### src/rtl/xlate_pkg.sv
package xlate_pkg;
  // strobes from control to the entry array
  typedef struct packed {
    logic doFlush;
    logic doInstall;
    logic installDirty;
    logic doTouch;
    logic doSetDirty;
  } ctrlStrobes_t;
endpackage

### src/rtl/xlate_array.sv
module xlate_array
  import xlate_pkg::*;
#(
  parameter int ENTRIES = 16,
  parameter int VPN_W = 20,
  parameter int PFN_W = 20,
  localparam int IDX_W = $clog2(ENTRIES)
) (
  input  logic             clk,
  input  logic             rstN,
  input  ctrlStrobes_t     st,
  input  logic [IDX_W-1:0] installIdx,
  input  logic [IDX_W-1:0] touchIdx,
  input  logic [VPN_W-1:0] lookupVpn,
  input  logic [VPN_W-1:0] refillVpn,
  input  logic [PFN_W-1:0] refillPfn,
  output logic             matchAny,
  output logic [IDX_W-1:0] hitIdx,
  output logic [PFN_W-1:0] hitPfn,
  output logic             hitDirty,
  output logic             refMatchAny,
  output logic [IDX_W-1:0] refMatchIdx,
  output logic             freeAny,
  output logic [IDX_W-1:0] freeIdx,
  output logic [IDX_W-1:0] lruIdx
);
  localparam logic [IDX_W-1:0] OLDEST = IDX_W'(ENTRIES - 1);

  logic [ENTRIES-1:0] validVec;
  logic [ENTRIES-1:0] dirtyVec;
  logic [VPN_W-1:0]   tagMem [ENTRIES];
  logic [PFN_W-1:0]   pfnMem [ENTRIES];
  logic [IDX_W-1:0]   age    [ENTRIES];

  logic [ENTRIES-1:0] matchVec, refVec, lruVec;

  // compare every entry against both page numbers
  for (genvar g = 0; g < ENTRIES; g++) begin : gCmp
    assign matchVec[g] = validVec[g] && (tagMem[g] == lookupVpn);
    assign refVec[g]   = validVec[g] && (tagMem[g] == refillVpn);
    assign lruVec[g]   = (age[g] == OLDEST);
  end

  // lowest-index encoders
  always_comb begin
    hitIdx      = '0;
    refMatchIdx = '0;
    freeIdx     = '0;
    lruIdx      = '0;
    for (int i = ENTRIES - 1; i >= 0; i--) begin
      if (matchVec[i])  hitIdx      = IDX_W'(i);
      if (refVec[i])    refMatchIdx = IDX_W'(i);
      if (!validVec[i]) freeIdx     = IDX_W'(i);
      if (lruVec[i])    lruIdx      = IDX_W'(i);
    end
  end

  assign matchAny    = |matchVec;
  assign refMatchAny = |refVec;
  assign freeAny     = ~&validVec;
  assign hitPfn      = pfnMem[hitIdx];
  assign hitDirty    = dirtyVec[hitIdx];

  always_ff @(posedge clk or negedge rstN) begin
    if (!rstN) begin
      validVec <= '0;
      dirtyVec <= '0;
      for (int i = 0; i < ENTRIES; i++) begin
        tagMem[i] <= '0;
        pfnMem[i] <= '0;
        age[i]    <= IDX_W'(i);
      end
    end else if (st.doFlush) begin
      validVec <= '0;
    end else begin
      if (st.doInstall) begin
        validVec[installIdx] <= 1'b1;
        tagMem[installIdx]   <= refillVpn;
        pfnMem[installIdx]   <= refillPfn;
        dirtyVec[installIdx] <= st.installDirty;
      end
      if (st.doSetDirty) dirtyVec[touchIdx] <= 1'b1;
      if (st.doTouch) begin
        for (int i = 0; i < ENTRIES; i++) begin
          if (IDX_W'(i) == touchIdx)       age[i] <= '0;
          else if (age[i] < age[touchIdx]) age[i] <= age[i] + 1'b1;
        end
      end
    end
  end

  AST_ONE_MATCH: assert property (@(posedge clk) disable iff (!rstN)
    $onehot0(matchVec));
  AST_REFILL_NO_DUP: assert property (@(posedge clk) disable iff (!rstN)
    $onehot0(refVec));
  AST_ONE_OLDEST: assert property (@(posedge clk) disable iff (!rstN)
    $countones(lruVec) == 1);
  AST_FLUSH_EMPTY: assert property (@(posedge clk) disable iff (!rstN)
    st.doFlush |=> (validVec == '0));
  AST_INSTALL_VALID: assert property (@(posedge clk) disable iff (!rstN)
    st.doInstall |=> validVec[$past(installIdx)]);
endmodule

### src/rtl/xlate_ctrl.sv
module xlate_ctrl
  import xlate_pkg::*;
#(
  parameter int ENTRIES = 16,
  parameter int VPN_W = 20,
  localparam int IDX_W = $clog2(ENTRIES)
) (
  input  logic             clk,
  input  logic             rstN,
  input  logic             lookupValid,
  input  logic             lookupWrite,
  input  logic [VPN_W-1:0] lookupVpn,
  input  logic             refillValid,
  input  logic             refillDirty,
  input  logic             flush,
  input  logic             matchAny,
  input  logic [IDX_W-1:0] hitIdx,
  input  logic             hitDirty,
  input  logic             refMatchAny,
  input  logic [IDX_W-1:0] refMatchIdx,
  input  logic             freeAny,
  input  logic [IDX_W-1:0] freeIdx,
  input  logic [IDX_W-1:0] lruIdx,
  output ctrlStrobes_t     st,
  output logic [IDX_W-1:0] installIdx,
  output logic [IDX_W-1:0] touchIdx,
  output logic             hit,
  output logic             miss,
  output logic             dirtyUpdValid,
  output logic [VPN_W-1:0] dirtyUpdVpn
);
  logic busy, lookupGo;

  assign busy     = flush || refillValid;
  assign lookupGo = lookupValid && !busy;
  assign hit      = lookupGo && matchAny;
  assign miss     = lookupGo && !matchAny;

  // victim choice: existing copy, then empty slot, then oldest
  always_comb begin
    if (refMatchAny)  installIdx = refMatchIdx;
    else if (freeAny) installIdx = freeIdx;
    else              installIdx = lruIdx;
  end

  always_comb begin
    st.doFlush      = flush;
    st.doInstall    = refillValid && !flush;
    st.installDirty = refillDirty;
    st.doSetDirty   = hit && lookupWrite && !hitDirty;
    st.doTouch      = st.doInstall || hit;
  end

  assign touchIdx      = st.doInstall ? installIdx : hitIdx;
  assign dirtyUpdValid = st.doSetDirty;
  assign dirtyUpdVpn   = st.doSetDirty ? lookupVpn : '0;

  AST_HIT_MISS_EXCL: assert property (@(posedge clk) disable iff (!rstN)
    !(hit && miss));
  AST_BUSY_QUIET: assert property (@(posedge clk) disable iff (!rstN)
    busy |-> !(hit || miss || dirtyUpdValid));
  AST_STROBE_ON_WRITE_HIT: assert property (@(posedge clk) disable iff (!rstN)
    dirtyUpdValid |-> (hit && lookupWrite));
endmodule

### src/rtl/xlate_cache.sv
module xlate_cache
  import xlate_pkg::*;
#(
  parameter int ENTRIES = 16,
  parameter int VPN_W = 20,
  parameter int PFN_W = 20,
  parameter int OFF_W = 12
) (
  input  logic                   clk,
  input  logic                   rstN,
  input  logic                   lookupValid,
  input  logic [VPN_W-1:0]       lookupVpn,
  input  logic [OFF_W-1:0]       lookupOffset,
  input  logic                   lookupWrite,
  output logic                   hit,
  output logic                   miss,
  output logic [PFN_W+OFF_W-1:0] physAddr,
  output logic                   dirtyUpdValid,
  output logic [VPN_W-1:0]       dirtyUpdVpn,
  input  logic                   refillValid,
  input  logic [VPN_W-1:0]       refillVpn,
  input  logic [PFN_W-1:0]       refillPfn,
  input  logic                   refillDirty,
  input  logic                   flush
);
  localparam int IDX_W = $clog2(ENTRIES);

  ctrlStrobes_t     st;
  logic [IDX_W-1:0] installIdx, touchIdx, hitIdx, refMatchIdx, freeIdx, lruIdx;
  logic             matchAny, hitDirty, refMatchAny, freeAny;
  logic [PFN_W-1:0] hitPfn;

  xlate_array #(.ENTRIES(ENTRIES), .VPN_W(VPN_W), .PFN_W(PFN_W)) u_array (
    .clk(clk), .rstN(rstN), .st(st), .installIdx(installIdx), .touchIdx(touchIdx),
    .lookupVpn(lookupVpn), .refillVpn(refillVpn), .refillPfn(refillPfn),
    .matchAny(matchAny), .hitIdx(hitIdx), .hitPfn(hitPfn), .hitDirty(hitDirty),
    .refMatchAny(refMatchAny), .refMatchIdx(refMatchIdx),
    .freeAny(freeAny), .freeIdx(freeIdx), .lruIdx(lruIdx)
  );

  xlate_ctrl #(.ENTRIES(ENTRIES), .VPN_W(VPN_W)) u_ctrl (
    .clk(clk), .rstN(rstN), .lookupValid(lookupValid), .lookupWrite(lookupWrite),
    .lookupVpn(lookupVpn), .refillValid(refillValid), .refillDirty(refillDirty),
    .flush(flush), .matchAny(matchAny), .hitIdx(hitIdx), .hitDirty(hitDirty),
    .refMatchAny(refMatchAny), .refMatchIdx(refMatchIdx), .freeAny(freeAny),
    .freeIdx(freeIdx), .lruIdx(lruIdx), .st(st), .installIdx(installIdx),
    .touchIdx(touchIdx), .hit(hit), .miss(miss), .dirtyUpdValid(dirtyUpdValid),
    .dirtyUpdVpn(dirtyUpdVpn)
  );

  assign physAddr = hit ? {hitPfn, lookupOffset} : '0;
endmodule

### config.mk
export PLATFORM = sky130hd
export DESIGN_NAME = xlate_cache
export DESIGN_NICKNAME = d
export VERILOG_FILES = /design/src/rtl/xlate_pkg.sv /design/src/rtl/xlate_array.sv /design/src/rtl/xlate_ctrl.sv /design/src/rtl/xlate_cache.sv
export SDC_FILE = /design/constraint.sdc
export NUM_CORES = 2
export LEC_CHECK = 0
export BUFFER_PORTS_ARGS = -buffer_cell sky130_fd_sc_hd__buf_2
export CELL_PAD_IN_SITES_DETAIL_PLACEMENT = 0
export CELL_PAD_IN_SITES_GLOBAL_PLACEMENT = 1
export CORE_MARGIN = 3
export CORE_UTILIZATION = 25
export DETAILED_ROUTE_END_ITERATION = 7
export HOLD_SLACK_MARGIN = 0.03
export PLACE_DENSITY = 0.46
export REMOVE_ABC_BUFFERS = 1
export SYNTH_ARGS = -nofsm -noshare
export SYNTH_HDL_FRONTEND = slang
export SYNTH_SLANG_ARGS = --single-unit
### constraint.sdc
create_clock -name clk -period 7.5 [get_ports clk]
set_input_delay 0.375 -clock clk [delete_from_list [all_inputs] [get_ports clk]]
set_output_delay 0.375 -clock clk [all_outputs]
set_load 0.03 [all_outputs]
After elaboration in Yosys (flattened, before gate mapping)
Cells that the tools add are included.
Widths: inputs -> output; s select.
{"block": "word_totals", "regBits": 736, "in_bits": 79, "out_inout_bits": 55, "elab_cells": 368}
{"block": "classes", "addsub": 16, "magnitude_cmp": 25, "n_eq_ne": 63, "mux": 123, "bitwise": 6, "reduce_logical": 85}
{"operator": "$bwmux 320", "n": 2}
{"operator": "$eq 20x20->1", "n": 32}
{"operator": "$mux 4", "n": 101}
{"operator": "$bmux 20 s4", "n": 1}
{"operator": "$demux 20 s4", "n": 1}
{"operator": "$mux 16", "n": 5}
{"operator": "$mux 20", "n": 4}
{"operator": "$add 4x1->4 const B", "n": 16}
{"operator": "$eq 4x4->1 const B", "n": 16}
{"operator": "$lt 4x4->1", "n": 16}
{"operator": "$reduce_and 3->1", "n": 16}
{"operator": "$logic_and 1x1->1", "n": 41}
{"operator": "$reduce_bool 2->1", "n": 17}
{"operator": "$eq 4x4->1 const A", "n": 8}
{"operator": "$mux 32", "n": 1}
{"operator": "$or 16x16->16", "n": 2}
{"operator": "$reduce_or 16->1", "n": 2}
{"operator": "$bmux 4 s4", "n": 1}
{"operator": "$bwmux 16", "n": 1}
{"operator": "$eq 3x4->1 const A", "n": 4}
{"operator": "$reduce_and 16->1", "n": 1}
{"operator": "$ge 5x5->1 const B", "n": 3}
{"operator": "$lt 4x5->1 const B", "n": 3}
{"operator": "$not 4->5", "n": 3}
{"operator": "12 further kinds", "n": 21}

Depth between registers and ports, before layout
{"block": "depth", "depth_word": 28, "depth_mapped": 29, "depth_no_buf": 25}

By module
A second synthesis with hierarchy kept.
{"block": "hier_totals", "hier_cells": 4277, "area_unflattened_um2": 42939.9}
{"mod": "xlate_array", "n_inst": 1, "cells_each": 4198, "area_per_inst_um2": 42326.8, "seq_area_each_um2": 18457.7}
{"mod": "xlate_ctrl", "n_inst": 1, "cells_each": 44, "area_per_inst_um2": 357.8, "seq_area_each_um2": 0.0}
{"mod": "xlate_cache", "n_inst": 1, "cells_each": 35, "area_per_inst_um2": 255.2, "seq_area_each_um2": 0.0}

Worst setup path before layout
Ideal clock, no wire load.
{"block": "synth_path", "path_type": "input to register", "startpoint": "input port refillVpn[19]", "endpoint": "register u_array.age[62] (netlist name)", "setup_ns": 0.064, "arrival_ns": 5.856, "required_ns": 7.436, "path_slack_ns": 1.580, "cell_stages": 25, "path_buffers": 5, "path_cell_list": "buf_2 buf_2 buf_2 xnor2_1 or4b_1 nor4b_1 and4_1 inv_1 o2111ai_1 o32ai_1 a31oi_1 mux2_2 clkbuf_1 clkbuf_1 and3_1 a31oi_1 o221ai_1 ha_1 a21o_1 a21oi_1 nand2b_1 o41a_1 or2_1 nor3b_2 a21o_1"}
{"block": "synth_between", "elab_chain_len": 27, "elab_cells_between_ends": 60, "cone_classes": "order compare (1); eq/ne (16); mux (22); bitwise (1); reduce/logical (20)"}
{"element": "start: declaration", "line": "xlate_cache.sv:21", "source": "input logic [VPN_W-1:0] refillVpn,"}
{"element": "$eq 20x20->1", "line": "xlate_array.sv:40", "source": "assign refVec[g] = validVec[g] && (tagMem[g] == refillVpn);"}
{"element": "$logic_and 1x1->1", "line": "xlate_array.sv:40"}
{"element": "$mux 4 (16 in a row)", "line": "xlate_array.sv:52", "source": "if (refVec[i]) refMatchIdx = IDX_W'(i);"}
{"element": "$mux 4 *", "line": "xlate_ctrl.sv:41", "source": "if (refMatchAny) installIdx = refMatchIdx;"}
{"element": "$mux 4 *", "line": "xlate_ctrl.sv:54", "source": "assign touchIdx = st.doInstall ? installIdx : hitIdx;"}
{"element": "$not 4->5 (implied by the code)", "line": "xlate_array.sv:86", "source": "else if (age[i] < age[touchIdx]) age[i] <= age[i] + 1'b1;"}
{"element": "$bmux 4 s4", "line": "xlate_array.sv:86"}
{"element": "$mux 4 (implied by the code) (2 in a row)", "line": "xlate_array.sv:86"}
{"element": "$lt 4x4->1", "line": "xlate_array.sv:86"}
{"element": "$reduce_bool 2->1 (no line)"}
{"element": "$reduce_and 3->1 (no line)"}
{"element": "end signal: indexed assignment", "line": "xlate_array.sv:71", "source": "age[i] <= IDX_W'(i);"}
{"element": "end: declaration", "line": "xlate_array.sv:33", "source": "logic [IDX_W-1:0] age [ENTRIES];"}
Every way passes the cells marked *; elsewhere a longest branch is shown, timed or not. The select of a mux whose other input is x is not followed.
A chain may end at the register's enable or synchronous reset.

Worst setup path in the final report
{"block": "layout_path", "startpoint": "register u_array.tagMem[109] (netlist name)", "endpoint": "output port dirtyUpdVpn[6]"}
{"block": "layout_between", "elab_chain_len": 18, "elab_cells_between_ends": 21, "cone_classes": "eq/ne (1); mux (14); reduce/logical (6)"}
{"element": "start: declaration", "line": "xlate_array.sv:31", "source": "logic [VPN_W-1:0] tagMem [ENTRIES];"}
{"element": "start signal: indexed assignment", "line": "xlate_array.sv:78", "source": "tagMem[installIdx] <= refillVpn;"}
{"element": "$eq 20x20->1 *", "line": "xlate_array.sv:39", "source": "assign matchVec[g] = validVec[g] && (tagMem[g] == lookupVpn);"}
{"element": "$logic_and 1x1->1 *", "line": "xlate_array.sv:39"}
{"element": "$mux 4 (11 in a row)", "line": "xlate_array.sv:51", "source": "if (matchVec[i]) hitIdx = IDX_W'(i);"}
{"element": "$bmux 1 s4", "line": "xlate_array.sv:62", "source": "assign hitDirty = dirtyVec[hitIdx];"}
{"element": "$mux 1 (implied by the code)", "line": "xlate_array.sv:62"}
{"element": "$logic_not 1->1", "line": "xlate_ctrl.sv:50", "source": "st.doSetDirty = hit && lookupWrite && !hitDirty;"}
{"element": "$logic_and 1x1->1 *", "line": "xlate_ctrl.sv:50"}
{"element": "$mux 20 *", "line": "xlate_ctrl.sv:56", "source": "assign dirtyUpdVpn = st.doSetDirty ? lookupVpn : '0;"}
{"element": "end: declaration", "line": "xlate_cache.sv:19", "source": "output logic [VPN_W-1:0] dirtyUpdVpn,"}
Marks and branches as above.

==> run summary <==
* sw frac: 31.5%
* post-synthesis adder-cell area fraction: 1.82%
* post-detailed-route wirelength per cell: 26.4 um
* half-perimeter wire length of the detailed placement result: 118 mm
* maximum resistive drop on vdd: 0.174 mV
* leakage dissipation: 0.0222 uW
* power per standard cell area: 236 nW/um2
* area delta synth->final: 16.6%
* combined area of all synthesized cells: 44,000 um2
* Initial Util: 25.2%
* number of pins with negative max-slew slack in the final report: 0
* Synth Flop Type: sky130_fd_sc_hd__dfrtp_1
* post-route fraction of the period consumed by the critical path: 88.6%
* die height: 426 um
* transition time of the tightest slew-check pin: 1.13 ns
* post-layout total power: 12,100 uW
* first-pass GRT wire length: 251 mm
* multiplexer area fraction after synthesis: 18.6%
* power spent charging and discharging nets: 3810 uW
* clock edge transition at the registers on the reported setup and hold paths: 0.06 ns
* Core Box Area: 174,000 um2
* Critical Path Sink Type: output pin
* TritonCTS clock tree: built
* insertion delay of the later-clocked pin in the worst-skew pair: 0.73 ns
* die span in x: 426 um
* HP Class: in2reg
* main combinational cell family by area after synthesis: multiplexers
* worst setup margin: 0.858 ns
* deepest clock path buffer count: 3
* worst endpoint data arrival time: 6.27 ns
* overflow left after global routing: 0
* number of placed I/O pins: 134
* status: finished clean
* buffers inserted during post-CTS setup optimization: 0
* deepest level of the CTS H-tree: 3
* vias: 33,000
* dpl cell area: 48,100 um2
* upper clock frequency limit: 151 MHz
* detail-routed via count per cell: 5.03
* top area cells in the synthesized netlist: sky130_fd_sc_hd__dfrtp_1 40%, sky130_fd_sc_hd__mux2_2 16%, sky130_fd_sc_hd__xnor2_1 9.2%, sky130_fd_sc_hd__xor2_1 3.5%, sky130_fd_sc_hd__a211oi_1 3.1%
* largest driver fanout on the critical path: 51
* clock root cell: sky130_fd_sc_hd__clkbuf_16
* synth unique cells: 84
* proportion of synthesized chip area in sequential cells: 41.9%
* post-synthesis compound-gate area fraction: 8.66%
* worst hold stages: 3
* number of setup violations in the final report: 0
* power share of the combinational group: 20.6%
* final cell area excluding filler cells: 51,300 um2
* Routability Congestion: 0.869
* leading cell types by count after synthesis: 704 x sky130_fd_sc_hd__dfrtp_1, 643 x sky130_fd_sc_hd__mux2_2, 461 x sky130_fd_sc_hd__xnor2_1
* worst hold path startpoint: refillDirty
* Syn. warnings: 0
* Std-Cell Rows: 153
* worst endpoint required time: 7.12 ns
* input/output buffers: 133
* clock buffers created by TritonCTS: 95
* sequential cell fraction of total power: 40.5%
* Reg2Reg Capture Point: u_array.age[62]
* final worst path period need: 6.64 ns
* worst slew slack as a fraction of its limit: 24.3%
* maximum capacitance violations: 0
* fraction of registers with async set or reset after synthesis: 100%
* worst hold margin: 0.118 ns
* Internal Pwr Total: 8290 uW
* synthesized area per cell: 10.8 um2
* register bit count reported by yosys: 736
* vias in the first global route: 33,700
* power share of the clock group: 38.9%
* post-detailed-route count of antenna-violating nets: 0
* maximum number of pins on one net before global-route repair: 148
* antenna violations before repair: 10
* classification of the worst setup path: reg2out
* area enclosed by the die boundary: 181,000 um2
* most numerous cell in the Yosys netlist: sky130_fd_sc_hd__dfrtp_1
* Post-Synthesis Cells: 4,067
* post-placement worst setup slack: 0.580 ns
* Hold Violations, Final: 0
* layout cell share with drive strength beyond 1: 28.3%
* cell depth of the worst flop-to-flop path: 25
* Worst Hold Path EP: u_array.dirtyVec[14]
* post-synthesis xor/xnor area fraction: 12.7%
* Reg-to-Reg Start: u_array.validVec[12]
* worst clock skew on the final layout: 0.0515 ns
* total routed wirelength: 173 mm
* area share of the largest cell type after synthesis: 40.0%
* cell taking the most area after synthesis: sky130_fd_sc_hd__dfrtp_1
* Tot GR Track Use: 18.9%
* number of flops mapped to enable cells by yosys: 0
* unrepaired setup endpoints after global routing: no
* Critical Path Source Type: flip-flop
* Synth Area in Simple Gates: 12.9%
* initial drt markers: 1,966
* DRC violations left: 0
* # nets final: 4,315
* Clock Sinks: 736
* DR pass1 iterations: 5
* slack of the worst reg-to-reg path: 0.92 ns
==> state kept, by name, indices dropped and copies added, names as in the netlist <==
register          flops
u_array.dirtyVec     16
u_array.tagMem      320
u_array.age          64
u_array.pfnMem      320
u_array.validVec     16
==> how the worst max path moves through the flow <==
| stage | startpoint | to | slack (ns) |
|---|---|---|---|
| after floorplan | u_array.tagMem[21] | u_array.age[62] | -4.12 |
| after global routing | u_array.validVec[12] | u_array.age[62] | 0.57 |
| final | u_array.tagMem[109] | dirtyUpdVpn[6] | 0.86 |
| after detailed placement | lookupVpn[12] | u_array.age[62] | 0.58 |
| after global placement | lookupVpn[12] | u_array.age[62] | 0.41 |
| after CTS | u_array.tagMem[109] | dirtyUpdVpn[6] | 0.69 |
==> critical path, stage by stage, from the launching register on <==
cell and delay (ns):
sky130_fd_sc_hd__dfrtp_1 0.45, sky130_fd_sc_hd__xnor2_1 0.44, sky130_fd_sc_hd__nand3_1 0.13, sky130_fd_sc_hd__nor4_1 0.40
sky130_fd_sc_hd__nand4_1 0.35, sky130_fd_sc_hd__nand2b_1 0.26, sky130_fd_sc_hd__o2111a_1 0.19, sky130_fd_sc_hd__o31ai_4 0.40
sky130_fd_sc_hd__buf_4 0.50, sky130_fd_sc_hd__buf_4 0.62, sky130_fd_sc_hd__a211oi_1 0.16, sky130_fd_sc_hd__a311o_1 0.39
sky130_fd_sc_hd__a21oi_4 0.16, sky130_fd_sc_hd__buf_4 0.27, sky130_fd_sc_hd__and2_1 0.43, sky130_fd_sc_hd__buf_2 0.28
==> cell families after synthesis <==
group                    Yosys count
AND/OR/NAND/NOR                  997
adder cells (fa/ha/maj)           64
flip-flops                       736
buffers and inverters            343
multiplexers                     738
AO/OA/AOI/OAI                    552
XOR/XNOR                         637
==> final cells by class <==
type | count | area (um2)
multi-input combinational | 2988 | 24300
clock inverter | 24 | 332
timing repair buffer | 317 | 2340
antenna | 1 | 2.50
sequential | 736 | 18500
fill | 18100 | 123000
inverter | 34 | 128
clock buffer | 148 | 2860
tap | 2325 | 2910
==> what timing repair did <==
action / CTS / global route
resized for setup: 0 / 0
hold buffers: 3 / 0
hold endpoints to repair: 66 / 0
==> per-stage QoR <==
step | setup TNS (ns) | util [%] | instances
after floorplan | -408.50 | - | 3758
after CTS | 0 | 29.4 | 6572
after detailed placement | 0 | 27.6 | 6397
after global placement | 0 | 27.6 | 6397
after global routing | 0 | 29.4 | 6572
final | 0 | 29.4 | 6573
==> metal layers <==
| metal | vias up | share of wire (%) | global-route usage, % |
|---|---|---|---|
| li1 | 15000 | - | - |
| met1 | 17100 | 47 | 25.8 |
| met2 | 682 | 47 | 30.9 |
| met3 | 234 | 3.8 | 2.77 |
| met4 | 4 | 2.9 | 5.23 |
| met5 | - | 0.021 | 0 |
==> power by group through the flow <==
stage	Combinational, uW	Clock [uW]	Sequential (uW)
after global routing	2800	5020	4950
after detailed placement	2500	0	4960
after global placement	2510	0	4970
after CTS	2520	4870	4890
after floorplan	1650	0	4760
final	2500	4710	4900
==> placed cells by master (no fill, tap or decap), drive strengths merged, types with 9 or more instances in the layout <==
cell,instances
a211o,10
a211oi,184
a21o,32
a21oi,130
a31oi,28
and2,47
and3,32
and3b,9
and4,10
buf,314
clkbuf,148
clkinv,15
dfrtp,704
dfstp,32
ha,64
inv,37
mux2,643
mux2i,95
nand2,165
nand2b,30
nand3,95
nand4,196
nand4b,15
nor2,82
nor2b,97
nor3,30
nor3b,21
nor4,93
nor4b,12
o21a,9
o21ai,58
o31ai,33
or2,20
or3,19
or4,9
xnor2,461
xor2,176
No activity file was read; power rests on OpenSTA's default activity.
